`config.mk`:
```
export PLATFORM = sky130hd
export DESIGN_NAME = flash_erase_seq
export DESIGN_NICKNAME = d
export VERILOG_FILES = /design/src/rtl/flash_erase_pkg.sv /design/src/rtl/fe_timer.sv /design/src/rtl/fe_bus_if.sv /design/src/rtl/flash_erase_seq.sv
export SDC_FILE = /design/constraint.sdc
export NUM_CORES = 1
export LEC_CHECK = 0
export ABC_CLOCK_PERIOD_IN_PS = 3750
export CORE_MARGIN = 2
export CORE_UTILIZATION = 58
export DETAILED_ROUTE_END_ITERATION = 7
export HOLD_SLACK_MARGIN = 0.05
export MAX_ROUTING_LAYER = met4
export PLACE_DENSITY = 0.8
export SLEW_MARGIN = 20
export SYNTH_ARGS = -nofsm -noshare
export SYNTH_HDL_FRONTEND = slang
export SYNTH_HIERARCHICAL = 1
export SYNTH_SLANG_ARGS = --single-unit
```
`constraint.sdc`:
```
create_clock -name clk -period 3.75 [get_ports clk]
set_input_delay 0.375 -clock clk [delete_from_list [all_inputs] [get_ports clk]]
set_output_delay 0.375 -clock clk [all_outputs]
set_load 0.1 [all_outputs]
```
`src/rtl/flash_erase_pkg.sv`:
```
// Shared definitions for the chip-erase sequencer: controller states and
// the command bytes understood by the flash device.
package flash_erase_pkg;

    typedef enum logic [4:0] {
        ST_IDLE,
        ST_RAMP,
        ST_PP_SETUP,
        ST_PP_DATA,
        ST_PP_WAIT,
        ST_PP_VCMD,
        ST_PP_VWAIT,
        ST_PP_READ,
        ST_ER_SETUP,
        ST_ER_GO,
        ST_ER_WAIT,
        ST_EV_CMD,
        ST_EV_WAIT,
        ST_EV_READ,
        ST_RD_CMD,
        ST_FINISH,
        ST_FAIL
    } seq_state_t;

    localparam logic [7:0] CMD_READ     = 8'h00;
    localparam logic [7:0] CMD_ERASE    = 8'h20;
    localparam logic [7:0] CMD_PROG     = 8'h40;
    localparam logic [7:0] CMD_EVERIFY  = 8'hA0;
    localparam logic [7:0] CMD_PVERIFY  = 8'hC0;
    localparam logic [7:0] BYTE_ZERO    = 8'h00;
    localparam logic [7:0] BYTE_ERASED  = 8'hFF;

endpackage

```
`src/rtl/fe_timer.sv`:
```
// Down-counting delay timer.
// Loading sets the count. The count then falls by one each cycle and
// holds at zero, and `zero` reports that the delay has run out.
// Assumes the owner loads it in the same cycle it enters a timed state.
module fe_timer #(
    parameter int TW = 8
) (
    input  logic          clk,
    input  logic          rst_n,
    input  logic          load,
    input  logic [TW-1:0] load_val,
    output logic          zero
);

    logic [TW-1:0] cnt_q;

    // Count register: load has priority over the decrement.
    always_ff @(posedge clk) begin
        if (!rst_n)
            cnt_q <= '0;
        else if (load)
            cnt_q <= load_val;
        else if (cnt_q != '0)
            cnt_q <= cnt_q - 1'b1;
    end

    assign zero = (cnt_q == '0);

endmodule

```
`src/rtl/fe_bus_if.sv`:
```
// Request holder for the device bus-cycle port.
// A one-cycle `issue` captures the cycle's type, address and data and
// raises bus_req. The request is held unchanged until bus_done, and
// op_done marks the completing cycle. Assumes `issue` is never given
// while a request is outstanding.
module fe_bus_if #(
    parameter int ADDR_W = 18
) (
    input  logic              clk,
    input  logic              rst_n,
    input  logic              issue,
    input  logic              op_we,
    input  logic [ADDR_W-1:0] op_addr,
    input  logic [7:0]        op_data,
    input  logic              bus_done,
    output logic              bus_req,
    output logic              bus_we,
    output logic [ADDR_W-1:0] bus_addr,
    output logic [7:0]        bus_wdata,
    output logic              op_done
);

    // Request flag: set on issue, cleared on completion.
    always_ff @(posedge clk) begin
        if (!rst_n)
            bus_req <= 1'b0;
        else if (bus_req && bus_done)
            bus_req <= 1'b0;
        else if (issue)
            bus_req <= 1'b1;
    end

    // Request fields: captured only when a new cycle is issued.
    always_ff @(posedge clk) begin
        if (!rst_n) begin
            bus_we    <= 1'b0;
            bus_addr  <= '0;
            bus_wdata <= '0;
        end else if (issue && !bus_req) begin
            bus_we    <= op_we;
            bus_addr  <= op_addr;
            bus_wdata <= op_data;
        end
    end

    assign op_done = bus_req && bus_done;

    a_r12_req_hold: assert property (@(posedge clk) disable iff (!rst_n)
        (bus_req && !bus_done) |=> (bus_req && $stable(bus_we) &&
                                    $stable(bus_addr) && $stable(bus_wdata)));

    a_r12_no_overlap: assert property (@(posedge clk) disable iff (!rst_n)
        issue |-> !bus_req);

endmodule

```
`src/rtl/flash_erase_seq.sv`:
```
// Chip-erase sequencer top.
// It runs voltage settle, then pre-program to 00H with verify and retry,
// then erase pulses with a byte-by-byte verify that keeps its place
// between pulses, then the return to read mode. Bus cycles go through
// fe_bus_if and every wait through fe_timer.
// Assumes the bus side answers each request with exactly one bus_done.
module flash_erase_seq
    import flash_erase_pkg::*;
#(
    parameter int ADDR_W      = 18,
    parameter int RAMP_WAIT   = 10,
    parameter int PROG_WAIT   = 1000,
    parameter int ERASE_WAIT  = 1000000,
    parameter int VERIFY_WAIT = 600,
    parameter int MAX_PULSES  = 1000,
    parameter int PROG_TRIES  = 25
) (
    input  logic              clk,
    input  logic              rst_n,
    input  logic              start,
    output logic              bus_req,
    output logic              bus_we,
    output logic [ADDR_W-1:0] bus_addr,
    output logic [7:0]        bus_wdata,
    input  logic [7:0]        bus_rdata,
    input  logic              bus_done,
    output logic              vpp_en,
    output logic              done,
    output logic              error,
    output logic              busy
);

    localparam int W_A   = (RAMP_WAIT > PROG_WAIT) ? RAMP_WAIT : PROG_WAIT;
    localparam int W_B   = (ERASE_WAIT > VERIFY_WAIT) ? ERASE_WAIT : VERIFY_WAIT;
    localparam int W_MAX = (W_A > W_B) ? W_A : W_B;
    localparam int TW    = $clog2(W_MAX + 1);
    localparam int PCW   = $clog2(MAX_PULSES + 1);
    localparam int TRW   = $clog2(PROG_TRIES + 1);
    localparam logic [ADDR_W-1:0] LAST_ADDR = {ADDR_W{1'b1}};

    seq_state_t         st_q, st_d;
    logic [ADDR_W-1:0]  addr_q, addr_d;
    logic [PCW-1:0]     pulse_q, pulse_d;
    logic [TRW-1:0]     tries_q, tries_d;
    logic               pend_q;
    logic               tmr_load, tmr_zero;
    logic [TW-1:0]      tmr_val;
    logic               is_bus, issue, op_done;
    logic               op_we;
    logic [ADDR_W-1:0]  op_addr;
    logic [7:0]         op_data;

    fe_timer #(.TW(TW)) u_timer (
        .clk      (clk),
        .rst_n    (rst_n),
        .load     (tmr_load),
        .load_val (tmr_val),
        .zero     (tmr_zero)
    );

    fe_bus_if #(.ADDR_W(ADDR_W)) u_bus (
        .clk       (clk),
        .rst_n     (rst_n),
        .issue     (issue),
        .op_we     (op_we),
        .op_addr   (op_addr),
        .op_data   (op_data),
        .bus_done  (bus_done),
        .bus_req   (bus_req),
        .bus_we    (bus_we),
        .bus_addr  (bus_addr),
        .bus_wdata (bus_wdata),
        .op_done   (op_done)
    );

    // Marks the states that own one bus cycle.
    always_comb begin
        case (st_q)
            ST_PP_SETUP, ST_PP_DATA, ST_PP_VCMD, ST_PP_READ,
            ST_ER_SETUP, ST_ER_GO, ST_EV_CMD, ST_EV_READ,
            ST_RD_CMD: is_bus = 1'b1;
            default:   is_bus = 1'b0;
        endcase
    end

    assign issue = is_bus && !pend_q;

    // Next-state, bus-cycle contents and timer loads of the algorithm.
    always_comb begin
        st_d     = st_q;
        addr_d   = addr_q;
        pulse_d  = pulse_q;
        tries_d  = tries_q;
        tmr_load = 1'b0;
        tmr_val  = '0;
        op_we    = 1'b1;
        op_addr  = '0;
        op_data  = CMD_READ;
        case (st_q)
            ST_IDLE: if (start) begin
                st_d     = ST_RAMP;
                tmr_load = 1'b1;
                tmr_val  = TW'(RAMP_WAIT);
                addr_d   = '0;
                pulse_d  = '0;
                tries_d  = '0;
            end
            ST_RAMP: if (tmr_zero) st_d = ST_PP_SETUP;
            ST_PP_SETUP: begin
                op_data = CMD_PROG;
                if (op_done) st_d = ST_PP_DATA;
            end
            ST_PP_DATA: begin
                op_addr = addr_q;
                op_data = BYTE_ZERO;
                if (op_done) begin
                    st_d     = ST_PP_WAIT;
                    tmr_load = 1'b1;
                    tmr_val  = TW'(PROG_WAIT);
                end
            end
            ST_PP_WAIT: if (tmr_zero) st_d = ST_PP_VCMD;
            ST_PP_VCMD: begin
                op_data = CMD_PVERIFY;
                if (op_done) begin
                    st_d     = ST_PP_VWAIT;
                    tmr_load = 1'b1;
                    tmr_val  = TW'(VERIFY_WAIT);
                end
            end
            ST_PP_VWAIT: if (tmr_zero) st_d = ST_PP_READ;
            ST_PP_READ: begin
                op_we   = 1'b0;
                op_addr = addr_q;
                if (op_done) begin
                    if (bus_rdata == BYTE_ZERO) begin
                        tries_d = '0;
                        if (addr_q == LAST_ADDR) begin
                            addr_d  = '0;
                            pulse_d = '0;
                            st_d    = ST_ER_SETUP;
                        end else begin
                            addr_d = addr_q + 1'b1;
                            st_d   = ST_PP_SETUP;
                        end
                    end else if (tries_q == TRW'(PROG_TRIES - 1)) begin
                        st_d = ST_FAIL;
                    end else begin
                        tries_d = tries_q + 1'b1;
                        st_d    = ST_PP_SETUP;
                    end
                end
            end
            ST_ER_SETUP: begin
                op_data = CMD_ERASE;
                if (op_done) st_d = ST_ER_GO;
            end
            ST_ER_GO: begin
                op_data = CMD_ERASE;
                if (op_done) begin
                    st_d     = ST_ER_WAIT;
                    tmr_load = 1'b1;
                    tmr_val  = TW'(ERASE_WAIT);
                end
            end
            ST_ER_WAIT: if (tmr_zero) st_d = ST_EV_CMD;
            ST_EV_CMD: begin
                op_addr = addr_q;
                op_data = CMD_EVERIFY;
                if (op_done) begin
                    st_d     = ST_EV_WAIT;
                    tmr_load = 1'b1;
                    tmr_val  = TW'(VERIFY_WAIT);
                end
            end
            ST_EV_WAIT: if (tmr_zero) st_d = ST_EV_READ;
            ST_EV_READ: begin
                op_we   = 1'b0;
                op_addr = addr_q;
                if (op_done) begin
                    if (bus_rdata == BYTE_ERASED) begin
                        if (addr_q == LAST_ADDR) begin
                            st_d = ST_RD_CMD;
                        end else begin
                            addr_d = addr_q + 1'b1;
                            st_d   = ST_EV_CMD;
                        end
                    end else if (pulse_q == PCW'(MAX_PULSES - 1)) begin
                        st_d = ST_FAIL;
                    end else begin
                        pulse_d = pulse_q + 1'b1;
                        st_d    = ST_ER_SETUP;
                    end
                end
            end
            ST_RD_CMD: begin
                op_data = CMD_READ;
                if (op_done) st_d = ST_FINISH;
            end
            ST_FINISH: st_d = ST_IDLE;
            ST_FAIL:   st_d = ST_IDLE;
            default:   st_d = ST_IDLE;
        endcase
    end

    // Sequencer registers: state, address, pulse and retry counts.
    always_ff @(posedge clk) begin
        if (!rst_n) begin
            st_q    <= ST_IDLE;
            addr_q  <= '0;
            pulse_q <= '0;
            tries_q <= '0;
        end else begin
            st_q    <= st_d;
            addr_q  <= addr_d;
            pulse_q <= pulse_d;
            tries_q <= tries_d;
        end
    end

    // Outstanding-cycle flag: one bus cycle per bus-owning state visit.
    always_ff @(posedge clk) begin
        if (!rst_n)
            pend_q <= 1'b0;
        else if (op_done)
            pend_q <= 1'b0;
        else if (issue)
            pend_q <= 1'b1;
    end

    assign done   = (st_q == ST_FINISH);
    assign error  = (st_q == ST_FAIL);
    assign vpp_en = !(st_q == ST_IDLE || st_q == ST_FINISH || st_q == ST_FAIL);
    assign busy   = vpp_en;

    a_r2_vpp_with_bus: assert property (@(posedge clk) disable iff (!rst_n)
        bus_req |-> vpp_en);

    a_r1_start_from_idle: assert property (@(posedge clk) disable iff (!rst_n)
        $rose(busy) |-> $past(start));

    a_r9_done_vpp_off: assert property (@(posedge clk) disable iff (!rst_n)
        done |-> (!vpp_en && !bus_req));

    a_r10_error_vpp_off: assert property (@(posedge clk) disable iff (!rst_n)
        error |-> (!vpp_en && !bus_req));

    a_r11_exclusive: assert property (@(posedge clk) disable iff (!rst_n)
        $onehot0({done, error}));

    a_r11_single_pulse: assert property (@(posedge clk) disable iff (!rst_n)
        (done || error) |=> !(done || error));

    a_r8_pulse_bound: assert property (@(posedge clk) disable iff (!rst_n)
        pulse_q < PCW'(MAX_PULSES));

    a_r4_tries_bound: assert property (@(posedge clk) disable iff (!rst_n)
        tries_q < TRW'(PROG_TRIES));

endmodule

```
# Word-level counts from Yosys, hierarchy flattened
# Memories as Yosys holds them, arrays and structs flattened. A register that Yosys moved wholly into a read port is not among the register bits.
# Index checks and enable logic that the tools add are counted.
# word_totals
ff_bits	86
romBits	16
input_bits	12
wordCells	140
mem_count	1
# classes
add_sub_neg	4
n_eq_ne	42
mux	59
bitwise	1
reduce_logical	24
# memory_table
name	words	width	read_ports	rd_ports_with_merged_regs	wr	line	text
(no name shown)	16	1	1	1	0	flash_erase_seq.sv:78	case (st_q)
# op_table
operator	n
18-bit 2-to-1 mux	8
5-bit 2-to-1 mux	23
10-bit 2-to-1 mux	9
20-bit case mux with 4 select lines	1
5-bit case mux with 15 select lines	1
20-bit 2-to-1 mux	3
18-bit case mux with 3 select lines	1
2-bit != test (second input constant)	21
5-bit by 4-bit == test with 1-bit output (second input constant)	8
8-bit case mux with 4 select lines	1
10-bit case mux with 3 select lines	1
5-bit by 3-bit == test with 1-bit output (second input constant)	4
20-bit zero test	1
20-bit nonzero test	1
20-bit by 1-bit subtractor with 20-bit output (second input constant)	1
18-bit by 1-bit adder with 18-bit output (second input constant)	1
18-bit == test (second input constant)	1
4-bit 2-to-1 mux	4
15-bit AND reduction	1
10-bit by 1-bit adder with 10-bit output (second input constant)	1
10-bit == test (second input constant)	1
5-bit by 2-bit == test with 1-bit output (second input constant)	2
5-bit == test (second input constant)	2
5-bit case mux with 2 select lines	1
other kinds (20)	32

# Longest topological paths before layout
# Gate-level depths: netlist (run 1).
# depth
depth_word	7
mapped_depth	15
mapped_depth_nobuf	14

# Modules after synthesis
# Netlist (run 1), hierarchy kept.
# by_module_without_submodules
module	instances	cells_per_inst	area_each_um2	seq_area_each_um2
flash_erase_seq	1	342	2671.3	800.8
fe_bus_if	1	122	1153.6	560.5
fe_timer	1	122	1087.3	400.4

# Worst setup path before layout (run 1)
# OpenSTA, ideal clock, no wires.
# synth_timing
kind	flip-flop to output port
from	register st_q[0]
to	output port vpp_en
arrival_ns	3.680
required_time_ns	3.375
slack_ns	-0.305
stages_incl_launch_ff	7
n_path_buf	3
cell_sequence	dfxtp_1 > buf_2 > buf_1 > nand3_1 > nor2_1 > nor2_1 > buf_4
# synth_via
elab_chain_len	4
word_cells_on_any_way	6
classes_between	eq/ne (2); reduce/logical (4)
# synth_rtl
element	line	text
start: declaration	flash_erase_seq.sv:41	seq_state_t st_q, st_d;
start signal: assignment	flash_erase_seq.sv:214	st_q <= st_d;
5-bit by 4-bit == test with 1-bit output	n/a	
named net done	flash_erase_seq.sv:28	output logic done,
1-bit logical OR (2 in series)	flash_erase_seq.sv:233	assign vpp_en = !(st_q == ST_IDLE || st_q == ST_FINISH || st_q == ST_FAIL);
1-bit zero test	flash_erase_seq.sv:233	
end: declaration	flash_erase_seq.sv:27	output logic vpp_en,
# The timed path passes the listed nets, and every way through them passes these cells.

==> run metrics, run 1 <==
CP max FO=5; pin count of the biggest net entering global routing=66; vias in the first global route=3789; Post-synth EDFFs=0; Nets=642; GR Layer Usage met3=0.03915; DRT Pass-1 Iters=4; GR peak layer=met2; post_cts resized=0; crit path from=u_timer/cnt_q[0]$_SDFFE_PN0P_; Sum Neg Setup Slack=0 ps; via count=4146; die footprint=0.009222 mm^2; CP Class=flop to flop; dpl hpwl=7554 um; Tmin final=3351 ps; Tot GR Track Use=0.2460; share of cells above drive strength 1=0.08917; pin slew with the least headroom to its limit=1051 ps; achievable frequency=0.2984 GHz; Area Overhead vs Synth=12.33%; Synth Register Bits=88; hold violation total from the final report=0; Leakage=1.952 nW; Hold Buf Count CTS=0; root buffer cell=clkbuf_8; first-pass GRT wire length=17310 um; site row count=33; register area share after synthesis=0.3586; max cap viols=0; clk_lat worst skew=360 ps; clk slew on worst S/H paths=80 ps; gr ovfl total=0; Yosys cell types=69; Mapped Area=0.004912 mm^2; die extent in y=96.03 um; reg-to-reg slack, setup=400 ps; drt total wl=10570 um; max-slew violation count=0; Die W=96.03 um; Residual DRC=0; clk_skew=11.52 ps; Synth Flop Type=dfxtp_1; data arrival time of the worst path=3630 ps; setup bufs post-CTS=0; gpl congestion=0.9335; 1st-iter DRT viols=166; antenna violations before repair=0; post-layout util=0.6715; CTS tree=built; Synth Area per Inst=8.383 um^2; r2r worst-path depth=13; cts bufs inserted=9; RSZ-0062 raised after global routing=no; Slew headroom=0.2976; setup violators final=0; ANT cells=0; Worst IR Drop VDD=0.2667 mV; global routing usage on met1=0.3159; P per Cell Area=569.3 mW/mm^2; Synth Warn #=6; RR Startpoint=u_timer/cnt_q[0]$_SDFFE_PN0P_; H-tree depth=3; io pins=44; Synth async-reset ratio=0; clock buffer depth=2; CTS sink cnt=88; HP Class=primary input to flop; Via density=5.656; Routed WL per cell=14.42 um; Port Buf Inserts=43; met2 Use GR=0.3924; fillers=673; Crit. End Element=flop; core area=0.008217 mm^2; status=completed; period utilization=0.8937; Req. time, crit path=4030 ps; CP Launch Type=flop; Final ANT Viol Nets=0; Syn Inst Count=586; Initial Utilization=0.5978
[synthesized netlist by cell type (all sizes together), types with 3 or more instances]
| cell type | number | area share |
|---|---|---|
| nand2 | 98 | 0.075 |
| dfxtp | 88 | 0.36 |
| nor2 | 45 | 0.036 |
| and2 | 30 | 0.038 |
| mux2i | 30 | 0.061 |
| o21ai | 27 | 0.035 |
| buf | 24 | 0.037 |
| xor2 | 24 | 0.043 |
| nand3 | 20 | 0.020 |
| xnor2 | 19 | 0.034 |
| nand4 | 18 | 0.023 |
| nor3 | 17 | 0.017 |
| a21oi | 14 | 0.014 |
| inv | 13 | 0.0099 |
| and3 | 10 | 0.013 |
| nor4 | 10 | 0.014 |
| or3 | 9 | 0.011 |
| clkbuf | 8 | 0.0061 |
| nor2b | 8 | 0.012 |
| ha | 7 | 0.018 |
| o31ai | 7 | 0.012 |
| a21boi | 6 | 0.0092 |
| or2 | 5 | 0.0069 |
| nor3b | 4 | 0.0061 |
| or4 | 4 | 0.0084 |
| a22o | 3 | 0.0053 |
| a22oi | 3 | 0.0056 |
[logic make-up (layout without fill, tap and decap cells)]
group / count (synthesis) / in the layout / synth area share
AO/OA/AOI/OAI: 80 / 80 / 0.1253
XOR/XNOR: 43 / 43 / 0.07667
adder cells (fa/ha/maj): 7 / 7 / 0.01783
buffers and inverters: 45 / 76 / 0.05298
flip-flops: 88 / 88 / 0.3586
multiplexers: 32 / 32 / 0.06572
other: 1 / 12 / 0.0007634
AND/OR/NAND/NOR: 290 / 290 / 0.3021
[registers in the layout (all words and copies together), names as in the netlist, named ones only]
| signal | cells |
|---|---|
| u_timer/cnt_q | 20 |
| addr_q | 18 |
| u_bus/bus_addr | 18 |
| pulse_q | 10 |
| u_bus/bus_wdata | 8 |
| st_q | 5 |
| tries_q | 5 |
| pend_q | 1 |
| u_bus/bus_req | 1 |
| u_bus/bus_we | 1 |
[routing by layer]
layer,share of wire,vias up
met1,0.47,1949
met5,0,-
li1,-,2097
met4,0.011,0
met2,0.49,88
met3,0.034,12
[placed cells by master, fill, tap and decap left out, types with 14 or more instances in the layout]
cell / count
o21ai_0: 17
xnor2_1: 19
nand4_1: 18
nor2_1: 41
and2_1: 29
nand2_1: 98
xor2_1: 24
dfxtp_1: 88
nor3_1: 17
clkdlybuf4s50_1: 40
nand3_1: 20
mux2i_1: 30
a21oi_1: 14
[per-stage QoR]
step / power, mW / worst slack (ps) / instances / hold slack, ps / instance area, um^2
CTS: 3.148 / 423.6 / 733 / 383.6 / 5518
global placement: 2.451 / 557.6 / 717 / 441.7 / 5326
global route: 3.333 / 132.3 / 733 / 406.2 / 5518
floorplan: 2.289 / 425.8 / 597 / 458.0 / 4956
finish: 3.141 / 398.8 / 733 / 414.7 / 5518
detailed placement: 2.495 / 457.4 / 717 / 451.7 / 5326
[worst min path at each step]
stage	to	startpoint	slack, ps	cells past startpoint
final	u_bus/bus_req$_SDFFE_PP0P_	rst_n	410	3
after detailed placement	u_bus/bus_addr[13]$_SDFFE_PN0P_	u_bus/bus_addr[13]$_SDFFE_PN0P_	450	2
after CTS	u_bus/bus_req$_SDFFE_PP0P_	rst_n	380	3
after global routing	u_timer/cnt_q[3]$_SDFFE_PN0P_	rst_n	410	2
after floorplan	pulse_q[8]$_SDFFE_PN0P_	pulse_q[8]$_SDFFE_PN0P_	460	2
after global placement	u_bus/bus_wdata[1]$_SDFFE_PN0P_	u_bus/bus_wdata[1]$_SDFFE_PN0P_	440	2
[worst max-delay path, stage by stage, from the launching register on]
cell and delay [ps]:
dfxtp_1 350, inv_1 110, ha_1 150, or4b_2 590, nor4_2 190, and2b_1 200
nor2_1 60, a221oi_1 270, a311o_1 230, and2_1 230, a41oi_1 190, ha_1 320
mux2_2 260, mux2i_1 120
[power by group]
group,internal [mW],total (mW),switching [mW]
sequential,1.04,1.17,0.129
clock,0.329,0.654,0.325
combinational,0.494,1.32,0.826
[final cells by class]
type                            instances  area [um^2]  area share
Multi-Input combinational cell        464         2934      0.5317
Tap cell                              105        131.4     0.02381
Clock buffer                           14        152.6     0.02766
Timing Repair Buffer                   47        450.4     0.08163
Clock inverter                          2        38.79    0.007029
Sequential cell                        88         1762      0.3193
Inverter                               13        48.80    0.008844
Note: power is estimated with default switching activity, not from simulation.
==> inputs of run 2 (changes only) <==
- CELL_PAD_IN_SITES_DETAIL_PLACEMENT: default -> 1
- CELL_PAD_IN_SITES_GLOBAL_PLACEMENT: default -> 2
- CORE_MARGIN: 2 -> 10
- CORE_UTILIZATION: 58 -> 39
- DONT_BUFFER_PORTS: default -> 1
- PLACE_DENSITY: 0.8 -> default
- PLACE_DENSITY_LB_ADDON: default -> 0.1
==> run 2 against run 1 <==
Clock skew fell by 3.0 ps. Sequential power rose by 9%. Sequential share of layout area rose by 1.2 points. Flip-flop and latch count did not move. Largest cell class unchanged. Highest routed layer unchanged.
==> run metrics, run 2 (synthesis gave the netlist of run 1 again) <==
status=completed; CP max FO=5 (unchanged); first-pass GRT wire length=21550 um (+25%); final setup margin=342.2 ps (-56.52 ps); period utilization=0.9087 (+0.01507); max reg flops=20 (unchanged); Worst IR Drop VDD=0.2488 mV (-6.7%); via count=3976 (-4.1%); setup bufs post-CTS=0 (unchanged); Slew headroom=0.3169 (+0.01930); CP Launch Type=flop; post_cts resized=0 (unchanged); Top reg by flops=u_timer/cnt_q; CTS sink cnt=88 (unchanged); H-tree depth=3 (unchanged); CTS tree=built; dpl hpwl=9033 um (+20%); max cap viols=0 (unchanged); cts bufs inserted=9 (unchanged); total power=3.320 mW (+5.7%); setup violators final=0 (unchanged); leading cell types in the layout, fill and taps excluded=98 x nand2_1, 88 x dfxtp_1, 39 x nor2_1; Sum Neg Setup Slack=0 ps (unchanged); Nets=606 (-5.6%); io pins=44 (unchanged); Setup WS pre-CTS=382.2 ps (-75.27 ps); die footprint=0.01748 mm^2 (+90%); gr ovfl total=0 (unchanged); largest registers=u_timer/cnt_q x20, addr_q x18, u_bus/bus_addr x18; pin count of the biggest net entering global routing=80 (+21%); site row count=40 (+21%); root buffer cell=clkbuf_16; Post-DP Area=0.005047 mm^2 (-5.2%); pin slew with the least headroom to its limit=1023 ps (-28.13 ps); Routed WL per cell=16.71 um (+16%); Area Overhead vs Synth=8.304%; Layout Cells excl Fill=759 (+3.5%); Port Buf Inserts=0 (-100%); data arrival time of the worst path=3690 ps (+60 ps); fillers=1472 (+120%); most common cell after layout, fill and taps aside=nand2_1; hold violation total from the final report=0 (unchanged); RSZ-0062 raised after global routing=no; 1st-iter DRT viols=199 (+20%); post-layout instance area=0.005320 mm^2 (-3.6%); DRT Pass-1 Iters=4 (unchanged); Tmin final=3408 ps (+56.52 ps); max-slew violation count=0 (unchanged); Tot GR Track Use=0.1519 (-0.09409); vias in the first global route=4070 (+7.4%); Hold Buf Count CTS=0 (unchanged); placed cell count=744 (+3.8%); clock buffer depth=2 (unchanged); Final ANT Viol Nets=0 (unchanged); antenna violations before repair=0 (unchanged); clk_lat worst skew=360 ps (about the same); Residual DRC=0 (unchanged); clk slew on worst S/H paths=70 ps (about the same); core area=0.01216 mm^2 (+48%); Leakage=1.871 nW (-4.2%); CP Class=flop to flop; Crit. End Element=flop; achievable frequency=0.2934 GHz (-1.7%); Initial Utilization=0.4039 (-0.1939); gpl congestion=0.7794 (-17%); P per Cell Area=624.1 mW/mm^2 (+9.6%); clk_skew=8.532 ps (-2.984 ps); HP Class=primary input to flop; Via density=5.238 (-7.4%); Req. time, crit path=4030 ps (about the same); Die W=132.2 um (+38%); die extent in y=132.2 um (+38%); drt total wl=12680 um (+20%); ANT cells=0 (unchanged); share of cells above drive strength 1=0.1083 (+0.01912)
==> run 2: report_power, final <==
part / total (mW) / switching, mW / internal, mW
clock network: 0.859 / 0.393 / 0.466
registers: 1.28 / 0.239 / 1.04
logic: 1.18 / 0.726 / 0.457
total: 3.32 / 1.36 / 1.96
==> run 2: worst max-delay path, stage by stage (launching register included) <==
cell	delay (ps)
dfxtp_1	350
inv_1	100
ha_1	140
or4b_2	590
nor4_2	190
and2b_1	200
nor2_1	60
a221oi_1	270
a311o_1	230
and2_1	250
a41oi_1	220
ha_1	340
mux2_2	270
mux2i_1	140
==> run 2: per-layer routing <==
layer / part of all wire / track usage / vias to the layer above
met5: 0 / - / -
met4: 0.019 / 0.05685 / 0
met3: 0.043 / 0.03811 / 18
met2: 0.45 / 0.2315 / 47
met1: 0.49 / 0.1897 / 1898
li1: - / - / 2013
==> run 2: final cells by class <==
cell class                 instances  area, um^2  area share
inverter                          13       48.80    0.009172
timing repair buffer              11       82.58     0.01552
tap                              168       210.2     0.03951
clock inverter                     4       30.03    0.005644
clock buffer                      11       242.7     0.04563
sequential                        88        1762      0.3311
multi-input combinational        464        2944      0.5534
==> run 2: stage by stage <==
stage / hold WS [ps] / util
global placement: 471.9 / 0.4150
CTS: 148.8 / 0.4374
floorplan: 458.0 / -
finish: 170.1 / 0.4374
detailed placement: 489.6 / 0.4150
global route: 161.6 / 0.4374
==> run 2: path summary, 6_finish.rpt <==
path | start | endpoint | slack (ps) | depth (start not counted)
max | u_timer/cnt_q[0]$_SDFFE_PN0P_ | flop | 340 | 13
min | rst_n | u_bus/bus_wdata[1]$_SDFFE_PN0P_ | 170 | 2
max reg2reg | u_timer/cnt_q[0]$_SDFFE_PN0P_ | flop | 340 | 13
min reg2reg | pulse_q[8]$_SDFFE_PN0P_ | pulse_q[8]$_SDFFE_PN0P_ | 500 | 2
==> inputs of run 3 (changes only) <==
- ABC_AREA: default -> 1
- CORE_UTILIZATION: 39 -> 35
- HOLD_SLACK_MARGIN: 0.05 -> default
==> run 3 against run 2 <==
Clock-buffer cell count is 2 lower. Via count is 41% higher. Area after synthesis is 20% higher. Final cell count is 53% higher. Sequential power is 70% higher. Sequential share of layout area is 5.4 points lower. Global-route usage is 1.6 points higher. Combinational power is 110% higher. Clock skew is 0.64 ps lower. Setup slack better by 520 ps. Highest routed layer unchanged.
==> run metrics, run 3 <==
Syn Inst Count=936 (+60%); status=completed; Tmin final=2892 ps (-515.6 ps); via count=5610 (+41%); Synth Register Bits=88 (unchanged); ANT cells=0 (unchanged); Post-synth top cells=270 x nand2_1, 136 x nor2_1, 114 x inv_1; CTS tree=built; CP Class=flop to flop; clk slew on worst S/H paths=70 ps (about the same); die extent in y=149.5 um (+13%); Final ANT Viol Nets=0 (unchanged); dpl hpwl=13490 um (+49%); data arrival time of the worst path=3160 ps (-530 ps); gr ovfl total=0 (unchanged); P per Cell Area=888.5 mW/mm^2 (+42%); met2 Use GR=0.2710 (+0.03954); clock buffer depth=2 (unchanged); GR Layer Usage met3=0.03442 (-0.003689); max reg flops=20 (unchanged); Yosys cell types=41 (-41%); io pins=44 (unchanged); Nets=955 (+58%); max cap viols=0 (unchanged); CP Launch Type=flop; most frequent cell after synthesis=nand2_1; CP max FO=13 (+8); clk_skew=7.889 ps (-0.6426 ps); Synth Area per Inst=6.275 um^2 (-25%); clk_lat worst skew=360 ps (about the same); Synth Warn #=6 (unchanged); die footprint=0.02236 mm^2 (+28%); Mapped Area=0.005873 mm^2 (+20%); setup bufs post-CTS=0 (unchanged); top cell type's share of synthesized area=0.3000 (-0.05868); leading area contributor after synthesis=dfxtp_1; Synth Flop Type=dfxtp_1; register area share after synthesis=0.3000 (-0.05868); CTS sink cnt=88 (unchanged); H-tree depth=3 (unchanged); global routing usage on met1=0.2102 (+0.02056); Req. time, crit path=4020 ps (about the same); share of cells above drive strength 1=0.1105 (+0.002230); vias in the first global route=5896 (+45%); achievable frequency=0.3458 GHz (+18%); period utilization=0.7712 (-0.1375); core area=0.01652 mm^2 (+36%); Slew headroom=0.3125 (-0.004412); antenna violations before repair=0 (unchanged); Leakage=2.743 nW (+47%); most common cell after layout, fill and taps aside=nand2_1; GR peak layer=met2; Area Overhead vs Synth=8.053%; leading cell types in the layout, fill and taps excluded=270 x nand2_1, 134 x nor2_1, 114 x inv_1; Hold Buf Count CTS=0 (unchanged); Top reg by flops=u_timer/cnt_q; Post-synth EDFFs=0 (unchanged); Worst IR Drop VDD=0.3962 mV (+59%); Die W=149.5 um (+13%); Crit. End Element=flop; max-slew violation count=0 (unchanged); site row count=47 (+18%); pin count of the biggest net entering global routing=45 (-44%); total power=5.638 mW (+70%); Tot GR Track Use=0.1682 (+0.01626); Port Buf Inserts=0 (unchanged); Synth area leaders=dfxtp_1 30%, nand2_1 17%, nor2_1 8.7%; RSZ-0062 raised after global routing=no; Residual DRC=0 (unchanged); Routed WL per cell=15.22 um (-8.9%); root buffer cell=clkbuf_16; HP Class=primary input to flop; first-pass GRT wire length=30150 um (+40%); hold violation total from the final report=0 (unchanged); Initial Utilization=0.3554 (-0.04849); Via density=4.832 (-7.8%); Synth async-reset ratio=0 (unchanged); post_cts resized=0 (unchanged); DRT Pass-1 Iters=4 (unchanged); Sum Neg Setup Slack=0 ps (unchanged); pin slew with the least headroom to its limit=1030 ps (+6.609 ps); largest registers=u_timer/cnt_q x20, addr_q x18, u_bus/bus_addr x18; gpl congestion=0.9403 (+21%); setup violators final=0 (unchanged); drt total wl=17670 um (+39%); cts bufs inserted=9 (unchanged); 1st-iter DRT viols=266 (+34%)
## run 3: cell count changes in the layout (fill, tap and decap cells not counted), moves of 12 or more
cell / change
nand2_1: +172
inv_1: +101
xnor2_1: -12
a21oi_1: +37
nor2_2: +26
nand3_1: +47
and2_1: -27
mux2i_1: -30
nand3_2: +22
nor2_1: +95
## run 3: cell families (layout without fill, tap and decap cells)
| family | count (synthesis) | after routing | synth area share |
|---|---|---|---|
| AOI/OAI and AO/OA | 85 | 85 | 0.07712 |
| xor gates and xnor gates | 26 | 26 | 0.03877 |
| adders and majority gates | 7 | 7 | 0.01491 |
| buffers and inverters | 153 | 147 | 0.1189 |
| DFF | 88 | 88 | 0.3000 |
| other | 1 | 12 | 0.0006385 |
| and+or+nand+nor | 576 | 576 | 0.4497 |
## run 3: worst max-delay path: stages, from the launching register on
cell and delay [ps]:
dfxtp_1 470, nor2_2 320, nand2_1 210, inv_1 140, nand2_1 60, nor2_1 320, inv_1 150, nand2_1 280
buf_4 270, inv_1 140, nand4_1 180, nor2_1 60, nor3_1 200
## run 3: stage by stage
stage / util / hold slack [ps] / setup WS [ps] / std cells / cell area (um^2)
after floorplan: - / 455.0 / 439.8 / 947 / 5923
after global placement: 0.3659 / 475.7 / 872.8 / 1145 / 6046
after detailed placement: 0.3659 / 496.0 / 789.7 / 1145 / 6046
after CTS: 0.3840 / 134.2 / 769.3 / 1161 / 6346
after global routing: 0.3840 / 153.1 / 508.2 / 1161 / 6346
final: 0.3840 / 161.8 / 857.8 / 1161 / 6346
## run 3: final timing paths
kind                            slack, ps               startpoint                            end  depth (start not counted)
worst min-delay path                  160                    rst_n        pulse_q[0]$_SDFFE_PN0P_                          2
worst max-delay path                  860     st_q[2]$_SDFFE_PN0N_  u_timer/cnt_q[0]$_SDFFE_PN0P_                         12
worst max register to register        860     st_q[2]$_SDFFE_PN0N_  u_timer/cnt_q[0]$_SDFFE_PN0P_                         12
worst min register to register        510  pulse_q[1]$_SDFFE_PN0P_        pulse_q[1]$_SDFFE_PN0P_                          2
## run 3: final cells by class
class,instances,area (um^2)
inverters,124,470.5
well taps,220,275.3
fillers,2204,10180
multi-input cells,706,3486
clock inverters,7,75.07
flip-flops and latches,88,1762
repair buffers,7,52.55
clock buffers,9,225.2
## run 3: power by group
part           switching, mW  internal, mW
clock network          0.461         0.473
logic                   1.75         0.771
registers               1.01          1.18
total                   3.22          2.42
## run 3: layer usage
metal | vias to the layer above | wire length (um)
met5 | - | 0
met1 | 2614 | 8396
met3 | 15 | 765
met4 | 0 | 225
li1 | 2917 | -
met2 | 64 | 8281
